### src/rtl/xymd_pkg.sv
`timescale 1ns/1ps
package xymd_pkg;

   typedef enum logic {
      MAP_RAM_HIGH = 1'b0,
      MAP_RAM_LOW  = 1'b1
   } map_e;

   // true when [lo_a, lo_a+span_a) and [lo_b, lo_b+span_b) do not overlap
   function automatic bit windows_apart(input longint lo_a, input longint span_a,
                                        input longint lo_b, input longint span_b);
      return (lo_a + span_a <= lo_b) || (lo_b + span_b <= lo_a);
   endfunction

endpackage

### src/rtl/xymd_map_ctrl.sv
`timescale 1ns/1ps
module xymd_map_ctrl
   import xymd_pkg::*;
#(
   parameter int CFG_W   = 16,
   parameter int MAP_BIT = 14
) (
   input  logic             clk,
   input  logic             rst_n,
   input  logic             cfg_wr,
   input  logic [CFG_W-1:0] cfg_wdata,
   input  logic             trap_enter,
   input  logic             trap_done,
   output map_e             map_sel,
   output logic             trap_active
);

   map_e map_q;
   map_e saved_q;
   logic trap_q;
   logic cfg_unused;

   assign cfg_unused = ^cfg_wdata;

   always_ff @(posedge clk or negedge rst_n) begin
      if (!rst_n) begin
         map_q   <= MAP_RAM_HIGH;
         saved_q <= MAP_RAM_HIGH;
         trap_q  <= 1'b0;
      end else if (trap_enter && !trap_q) begin
         saved_q <= map_q;
         map_q   <= MAP_RAM_HIGH;
         trap_q  <= 1'b1;
      end else if (trap_done && trap_q) begin
         map_q   <= saved_q;
         trap_q  <= 1'b0;
      end else if (cfg_wr) begin
         map_q   <= map_e'(cfg_wdata[MAP_BIT]);
      end
   end

   assign map_sel     = map_q;
   assign trap_active = trap_q;

endmodule

### src/rtl/xymd_space_dec.sv
`timescale 1ns/1ps
module xymd_space_dec
   import xymd_pkg::*;
#(
   parameter int ADDR_W      = 16,
   parameter int NUM_BANKS   = 2,
   parameter int BANK_WORDS  = 1024,
   parameter bit HAS_ROM     = 1'b1,
   parameter int ROM_WORDS   = 24576,
   parameter int RAM_BASE_M0 = 'hC000,
   parameter int RAM_BASE_M1 = 'h0000,
   parameter int ROM_BASE_M0 = 'h0000,
   parameter int ROM_BASE_M1 = 'h4000,
   localparam int OFFS_W     = $clog2(BANK_WORDS),
   localparam int BIDX_W     = $clog2(NUM_BANKS),
   localparam int SPAN       = NUM_BANKS * BANK_WORDS
) (
   input  logic                 req,
   input  logic [ADDR_W-1:0]    addr,
   input  map_e                 map_sel,
   output logic [NUM_BANKS-1:0] ram_hit,
   output logic [OFFS_W-1:0]    ram_offs,
   output logic                 rom_hit
);

   logic [ADDR_W-1:0] ram_base;
   logic [ADDR_W-1:0] ram_rel;
   logic              in_ram;
   logic [BIDX_W-1:0] bank_idx;

   assign ram_base = (map_sel == MAP_RAM_LOW) ? ADDR_W'(RAM_BASE_M1) : ADDR_W'(RAM_BASE_M0);
   assign ram_rel  = addr - ram_base;
   assign in_ram   = req && (ram_rel < ADDR_W'(SPAN));
   assign bank_idx = ram_rel[OFFS_W +: BIDX_W];
   assign ram_offs = ram_rel[OFFS_W-1:0];

   for (genvar g = 0; g < NUM_BANKS; g++) begin : g_bank
      assign ram_hit[g] = in_ram && (bank_idx == BIDX_W'(g));
   end

   if (HAS_ROM) begin : g_rom
      logic [ADDR_W-1:0] rom_base;
      logic [ADDR_W-1:0] rom_rel;
      assign rom_base = (map_sel == MAP_RAM_LOW) ? ADDR_W'(ROM_BASE_M1) : ADDR_W'(ROM_BASE_M0);
      assign rom_rel  = addr - rom_base;
      assign rom_hit  = req && (rom_rel < ADDR_W'(ROM_WORDS));
   end else begin : g_no_rom
      assign rom_hit = 1'b0;
   end

endmodule

### src/rtl/xymd_bank_arb.sv
`timescale 1ns/1ps
module xymd_bank_arb #(
   parameter int NUM_BANKS = 2
) (
   input  logic                 clk,
   input  logic                 rst_n,
   input  logic [NUM_BANKS-1:0] x_hit,
   input  logic [NUM_BANKS-1:0] y_hit,
   output logic [NUM_BANKS-1:0] x_grant,
   output logic [NUM_BANKS-1:0] y_grant,
   output logic                 x_wait
);

   logic                 x_slot_q;
   logic [NUM_BANKS-1:0] clash;
   logic                 conflict;

   assign clash    = x_hit & y_hit;
   assign conflict = !x_slot_q && (|clash);

   // conflict cycle: Y wins; following slot: X's held access wins
   assign x_grant  = conflict ? '0 : x_hit;
   assign y_grant  = x_slot_q ? (y_hit & ~x_hit) : y_hit;
   assign x_wait   = conflict;

   always_ff @(posedge clk or negedge rst_n) begin
      if (!rst_n) x_slot_q <= 1'b0;
      else        x_slot_q <= conflict;
   end

endmodule

### src/rtl/xy_mem_decoder.sv
`timescale 1ns/1ps
module xy_mem_decoder
   import xymd_pkg::*;
#(
   parameter int ADDR_W      = 16,
   parameter int CFG_W       = 16,
   parameter int MAP_BIT     = 14,
   parameter int NUM_BANKS   = 2,
   parameter int BANK_WORDS  = 1024,
   parameter int ROM_WORDS   = 24576,
   parameter int X_RAM_HIGH  = 'hC000,
   parameter int X_RAM_LOW   = 'h0000,
   parameter int X_ROM_HIGH  = 'h4000,
   parameter int X_ROM_LOW   = 'h0000,
   parameter int Y_RAM_BASE  = 'h0000,
   localparam int OFFS_W     = $clog2(BANK_WORDS),
   localparam int SPAN       = NUM_BANKS * BANK_WORDS
) (
   input  logic                 clk,
   input  logic                 rst_n,
   input  logic                 cfg_wr,
   input  logic [CFG_W-1:0]     cfg_wdata,
   input  logic                 trap_enter,
   input  logic                 trap_done,
   input  logic                 x_req,
   input  logic [ADDR_W-1:0]    x_addr,
   input  logic                 y_req,
   input  logic [ADDR_W-1:0]    y_addr,
   output logic                 x_rom_cs,
   output logic [NUM_BANKS-1:0] x_ram_cs,
   output logic [OFFS_W-1:0]    x_ram_offs,
   output logic [NUM_BANKS-1:0] y_ram_cs,
   output logic [OFFS_W-1:0]    y_ram_offs,
   output logic                 x_wait,
   output logic                 map_sel,
   output logic                 trap_active
);

   // elaboration-time parameter checks
   if (BANK_WORDS < 2 || (BANK_WORDS & (BANK_WORDS - 1)) != 0) begin : g_chk_bank
      $error("BANK_WORDS must be a power of two");
   end
   if (NUM_BANKS < 2 || (NUM_BANKS & (NUM_BANKS - 1)) != 0) begin : g_chk_nb
      $error("NUM_BANKS must be a power of two, at least 2");
   end
   if (MAP_BIT >= CFG_W) begin : g_chk_mapbit
      $error("MAP_BIT outside configuration word");
   end
   if ((X_RAM_HIGH % SPAN) != 0 || (X_RAM_LOW % SPAN) != 0 || (Y_RAM_BASE % SPAN) != 0) begin : g_chk_align
      $error("RAM bases must be aligned to the RAM span");
   end
   if (longint'(X_RAM_HIGH) + SPAN > (longint'(1) << ADDR_W) ||
       longint'(X_ROM_HIGH) + ROM_WORDS > (longint'(1) << ADDR_W) ||
       longint'(X_ROM_LOW) + ROM_WORDS > (longint'(1) << ADDR_W)) begin : g_chk_fit
      $error("region runs past the top of the address space");
   end
   if (!windows_apart(X_RAM_HIGH, SPAN, X_ROM_LOW, ROM_WORDS) ||
       !windows_apart(X_RAM_LOW, SPAN, X_ROM_HIGH, ROM_WORDS)) begin : g_chk_overlap
      $error("RAM and ROM windows overlap in one map");
   end

   map_e                 map_q;
   logic [NUM_BANKS-1:0] x_hit;
   logic [NUM_BANKS-1:0] y_hit;
   logic                 y_rom_unused;

   xymd_map_ctrl #(
      .CFG_W   (CFG_W),
      .MAP_BIT (MAP_BIT)
   ) u_map (
      .clk         (clk),
      .rst_n       (rst_n),
      .cfg_wr      (cfg_wr),
      .cfg_wdata   (cfg_wdata),
      .trap_enter  (trap_enter),
      .trap_done   (trap_done),
      .map_sel     (map_q),
      .trap_active (trap_active)
   );

   xymd_space_dec #(
      .ADDR_W      (ADDR_W),
      .NUM_BANKS   (NUM_BANKS),
      .BANK_WORDS  (BANK_WORDS),
      .HAS_ROM     (1'b1),
      .ROM_WORDS   (ROM_WORDS),
      .RAM_BASE_M0 (X_RAM_HIGH),
      .RAM_BASE_M1 (X_RAM_LOW),
      .ROM_BASE_M0 (X_ROM_LOW),
      .ROM_BASE_M1 (X_ROM_HIGH)
   ) u_xdec (
      .req      (x_req),
      .addr     (x_addr),
      .map_sel  (map_q),
      .ram_hit  (x_hit),
      .ram_offs (x_ram_offs),
      .rom_hit  (x_rom_cs)
   );

   xymd_space_dec #(
      .ADDR_W      (ADDR_W),
      .NUM_BANKS   (NUM_BANKS),
      .BANK_WORDS  (BANK_WORDS),
      .HAS_ROM     (1'b0),
      .ROM_WORDS   (ROM_WORDS),
      .RAM_BASE_M0 (Y_RAM_BASE),
      .RAM_BASE_M1 (Y_RAM_BASE),
      .ROM_BASE_M0 (0),
      .ROM_BASE_M1 (0)
   ) u_ydec (
      .req      (y_req),
      .addr     (y_addr),
      .map_sel  (map_q),
      .ram_hit  (y_hit),
      .ram_offs (y_ram_offs),
      .rom_hit  (y_rom_unused)
   );

   xymd_bank_arb #(
      .NUM_BANKS (NUM_BANKS)
   ) u_arb (
      .clk     (clk),
      .rst_n   (rst_n),
      .x_hit   (x_hit),
      .y_hit   (y_hit),
      .x_grant (x_ram_cs),
      .y_grant (y_ram_cs),
      .x_wait  (x_wait)
   );

   assign map_sel = map_q;

endmodule

### config.mk
export PLATFORM = sky130hd
export DESIGN_NAME = xy_mem_decoder
export DESIGN_NICKNAME = d
export VERILOG_FILES = /design/src/rtl/xymd_pkg.sv /design/src/rtl/xymd_map_ctrl.sv /design/src/rtl/xymd_space_dec.sv /design/src/rtl/xymd_bank_arb.sv /design/src/rtl/xy_mem_decoder.sv
export SDC_FILE = /design/constraint.sdc
export NUM_CORES = 1
export LEC_CHECK = 0
export BUFFER_PORTS_ARGS = -buffer_cell sky130_fd_sc_hd__buf_2
export CORE_MARGIN = 4
export CORE_UTILIZATION = 29
export CTS_CLUSTER_DIAMETER = 50
export CTS_CLUSTER_SIZE = 40
export DETAILED_ROUTE_END_ITERATION = 8
export PLACE_DENSITY = 0.83
export SLEW_MARGIN = 15
export SYNTH_ARGS = -nofsm -noshare
export SYNTH_HDL_FRONTEND = slang
export SYNTH_SLANG_ARGS = --single-unit
### constraint.sdc
create_clock -name clk -period 2.7 [get_ports clk]
set_input_delay 0.405 -clock clk [delete_from_list [all_inputs] [get_ports clk]]
set_output_delay 0.405 -clock clk [all_outputs]
set_load 0.005 [all_outputs]
## Word-level counts from Yosys, hierarchy flattened

Index checks and enable logic that the tools add are counted.

- Output and inout port bits: 28
- Bits in read-only memories: 0
- Bits in latches: 0
- RAM bits: 0
- Flip-flop bits (word level): 4
- Word-level logic and storage cells: 38
- Memories: 0
- Bits of input ports: 55

- $mul: 0
- Equality and inequality tests: 0
- Shifts and indexed selects: 0
- Multiplexer cells: 9
- $add $sub $neg: 2
- Div/mod/pow operators: 0
- $lt $le $gt $ge: 3
- Reductions and logical operators: 15
- Bitwise operators: 5

Operators by type and width:

| kind | number |
|---|---|
| 16-bit by 12-bit less-than comparator with 1-bit output (second input constant) | 2 |
| 16-bit by 15-bit less-than comparator with 1-bit output (second input constant) | 1 |
| 16-bit two-way mux | 1 |
| 16-bit by 15-bit subtractor with 16-bit output | 1 |
| 16-bit subtractor | 1 |
| 15-bit two-way mux | 1 |
| 1-bit logical AND | 10 |
| 1-bit two-way mux | 5 |
| 2-bit AND | 2 |
| 2-bit two-way mux | 2 |
| 3-bit nonzero test | 1 |
| 1-bit logical NOT | 2 |
| 1-bit NOT | 2 |
| 2-bit NOT | 1 |
| 2-bit nonzero test | 1 |
| 2-bit OR reduction | 1 |

## Longest topological paths before layout

- Depth after elaboration: 9
- Mapped depth: 5
- Gate-level depth less buffers: 5

## By module

A second synthesis with hierarchy kept.

- Cells, all modules: 58
- Area, all modules: 530.5 um^2

By module, submodules not included:

| module | sequential area each (um^2) | instances | cells an instance | area each (um^2) |
|---|---|---|---|---|
| xymd_space_dec at u_xdec | 0.0 | 1 | 21 | 190.2 |
| xymd_map_ctrl | 75.1 | 1 | 12 | 142.6 |
| xymd_space_dec at u_ydec | 0.0 | 1 | 16 | 121.4 |
| xymd_bank_arb | 25.0 | 1 | 9 | 76.3 |

## Worst setup path before layout

Ideal clock, no wire load.

- Path type: reg-to-output
- Start: register u_map.map_q, in the netlist u_map.map_sel
- End: output port x_wait
- Arrival time: 1427 ps
- Data required time: 2295 ps
- Slack: 868 ps
- Path buffers: 0
- Stages on the path, launching flop included: 6
- Cells stage by stage: dfrtp_1 > inv_1 > ha_1 > nand3b_1 > nor4_4 > nor4b_4

- Longest elaborated chain between the ends: 8
- Elaborated cells on any way between the ends: 9
- Classes of those cells: add/sub (1); order compare (1); mux (1); bitwise (1); reduce/logical (5)

Ends and longest elaborated chain:

| item | RTL line | RTL |
|---|---|---|
| from (decl) | xymd_map_ctrl.sv:18 | `map_e map_q;` |
| from (signal assigned) | xymd_map_ctrl.sv:35 | `map_q <= saved_q;` |
| from (signal assigned) | xymd_map_ctrl.sv:38 | `map_q <= map_e'(cfg_wdata[MAP_BIT]);` |
| 16-bit two-way mux * | xymd_space_dec.sv:31 | `assign ram_base = (map_sel == MAP_RAM_LOW) ? ADDR_W'(RAM_BASE_M1) : ADDR_W'(RAM_BASE_M0);` |
| 16-bit subtractor * | xymd_space_dec.sv:32 | `assign ram_rel = addr - ram_base;` |
| 16-bit by 12-bit less-than comparator with 1-bit output * | xymd_space_dec.sv:33 | `assign in_ram = req && (ram_rel < ADDR_W'(SPAN));` |
| 1-bit logical AND * | xymd_space_dec.sv:33 |  |
| 1-bit logical AND | xymd_space_dec.sv:38 | `assign ram_hit[g] = in_ram && (bank_idx == BIDX_W'(g));` |
| 2-bit AND * | xymd_bank_arb.sv:18 | `assign clash = x_hit & y_hit;` |
| 2-bit OR reduction * | xymd_bank_arb.sv:19 | `assign conflict = !x_slot_q && (\|clash);` |
| 1-bit logical AND * | xymd_bank_arb.sv:19 |  |
| to (decl) | xy_mem_decoder.sv:34 | `output logic x_wait,` |

Every way passes the cells marked *; elsewhere a longest branch is shown, timed or not.

## Worst setup path after layout

Ends and elaborated chain as after synthesis.

==> metrics.txt <==
dominant synthesized flop cell=dfrtp_1; gr ovfl total=0; Clock transition at path regs=approximately 0.040 ns; setup violators final=0; worst relative slew slack=77.17%; critical path endpoint category=output port; via-per-instance ratio=4.691; crit path capture=x_wait; DP Area=509.2 um^2; vias after detailed routing=380; Final Core Density=34.37%; Hold Crit Start=trap_done; number of cells in the finished layout apart from fillers=81; CP Launch Type=register; Synth area leader=buf_4; I/O Buffers=27; overall power=0.2313 mW; Cell Area, Synth=504.2 um^2; Synth Instances=54; Max Slew Vio Count=0; R2R Path Start=u_map.map_sel; later-pin clock latency in the skew report=0.23 ns; initial antenna violation count=0; Wirelength per Cell=12.25 um; Post-synth EDFFs=0; CTS tree=done; Syn Nets=111; min-delay worst type=in2reg; drt first-iter violations=7; Final Hold Viols=0; Psw=0.06837 mW; Synth top area share=29.78%; Initial Util=around a third; crit-path cells=inv_1, ha_1, nand3b_1, nor4_4, nor4b_4, buf_2; Final ANT Viol Nets=0; Yosys warnings=0; Post-synth ARST share=100.0%; I/O Pins=83; Clock power frac=31.6%; internal power=0.1629 mW; critical path's slowest cell=dfrtp_1; Yosys reg bits=4; layout cell share with drive strength beyond 1=55.38%; final clock skew=0.002484 ns; setup tns final=0 ns; Seq/Total Area, Yosys=slightly below 20%; most common library cells after synthesis=buf_4, inv_1, dfrtp_1; Worst R2R Path Depth=5; Post-DP HPWL=837 um; Comb power frac=34.0%; core area=1577 um^2; Peak VDD IR=0.0001198 V; Area Overhead vs Synth=7.444%; Clock Path Buffers=2; DIE HEIGHT=around 50 um; post_cts resized=0; Routed WL=slightly below 1 mm; status=finished clean; power density cells=427.0 nW/um^2; RSZ-0062 raised after global routing=false; first-pass GRT wire length=1.587 mm; CP max FO=5; Die X=49.70 um; top-count cell post-synth=buf_4; top cells by area, synth=buf_4, dfrtp_1, ha_1; Final #Nets=124; Inst Count DP=77; period utilization=85.76%; CTS H-tree depth=1; Post-Layout Inst Area=541.8 um^2; crit path time final=2.315 ns; clock sinks=4; Tightest Pin Transition=0.3399 ns; CTS root buf=clkbuf_4; drc violations=0; Rows=14; max cap viols=0; Leakage=0.2796 nW; largest net degree at the start of global routing=7; global placement routability congestion=0.7279; TritonCTS Buffers=3; Overall Global Routing Usage=under 10%; Crit path largest cell delay=~0.42 ns; Flop pwr share=34.5%; Worst EP required=2.30 ns; die footprint=about 2500 um^2; synthesized area per cell=9.338 um^2; n_diodes=0; post-CTS setup buffers=0; Sw Ratio=29.56%; Critical Path AT=1.91 ns; DRT Pass-1 Iters=2; FMAX=431.9 MHz; worst setup path class=reg2out; Netlist cell types=21; reg2reg setup slack=~1.1 ns; number of global-route vias before repair=380; CP startpoint=u_map.map_sel; capturing point of the worst reg2reg path=u_arb.x_slot_q
how the worst min path moves through the flow:
stage	end	slack, ns	cells past startpoint
after floorplan	u_arb.x_slot_q	0.11	0
after global placement	u_arb.x_slot_q	0.21	1
after detailed placement	u_map.map_sel	0.21	1
after CTS	u_map.trap_active	0.38	2
after global routing	u_map.trap_active	0.39	2
final	u_map.trap_active	0.39	2
critical path: cells and delay by family (launching register included):
kind,cells,cell delay (ns)
simple gates,3,0.72
fa+ha+maj,1,0.30
buf+inv,2,0.23
flops,1,0.42
stage by stage:
| step | hold WS [ns] | setup slack (ns) |
|---|---|---|
| global placement | 0.2139 | 0.5933 |
| global route | 0.3852 | 0.2317 |
| detailed placement | 0.2133 | 0.5900 |
| CTS | 0.3803 | 0.3349 |
| floorplan | 0.1094 | 0.8677 |
| finish | 0.3872 | 0.3846 |
timing repair:
item | in CTS | in global routing
setup endpoints to repair | 0 | 0
hold endpoints to repair | 4 | 0
hold buffers | 1 | 0
flip-flops by register name (all words and copies together) (netlist names):
| signal | count |
|---|---|
| u_arb.x_slot_q | 1 |
| u_map.trap_active | 1 |
| u_map.map_sel | 1 |
| u_map.saved_q | 1 |
final cells by class:
| class | instances | area (um^2) |
|---|---|---|
| Multi-Input combinational cell | 24 | 231.5 |
| Fill cell | 172 | 1035 |
| Sequential cell | 4 | 100.1 |
| Clock buffer | 3 | 22.52 |
| Timing Repair Buffer | 28 | 145.1 |
| Inverter | 6 | 22.52 |
| Tap cell | 16 | 20.02 |
cell families after synthesis:
group | synth area share, %
flip-flops | 19.85
multiplexers | 2.233
adder cells (fa/ha/maj) | 4.962
XOR/XNOR | 6.451
buffers and inverters | 34.24
AND/OR/NAND/NOR | 16.63
AO/OA/AOI/OAI | 15.63
routing by layer:
metal / track usage, % / routed length (um)
met5: 0 / 0
met3: 3.313 / 106
met1: 8.577 / 396
met4: 7.834 / 19
met2: 13.22 / 470
power by group through the flow:
stage / sequential [mW] / clock, mW / combinational, mW
6_report: 0.0797 / 0.0730 / 0.0786
4_1_cts: 0.0804 / 0.0776 / 0.0803
2_1_floorplan: 0.0794 / 0 / 0.0703
3_5_place_dp: 0.0811 / 0 / 0.0788
3_3_place_gp: 0.0800 / 0 / 0.0762
5_1_grt: 0.0821 / 0.0814 / 0.0889
cells in the final DEF (no fill, tap or decap), drive strengths merged:
cell	synthesis	final
a221oi	1	1
dlygate4sd3	0	1
o31ai	1	1
nand3b	2	2
nand2	2	2
o21ai	2	2
a21oi	1	1
nand2b	1	1
a311oi	2	2
o311a	2	2
nor2	1	1
nor4b	1	1
xnor3	1	1
xor2	1	1
o211ai	1	1
clkbuf	0	3
mux2	1	1
nor4	2	2
inv	6	6
ha	2	2
buf	20	27
dfrtp	4	4
(Power assumes the default switching activity.)
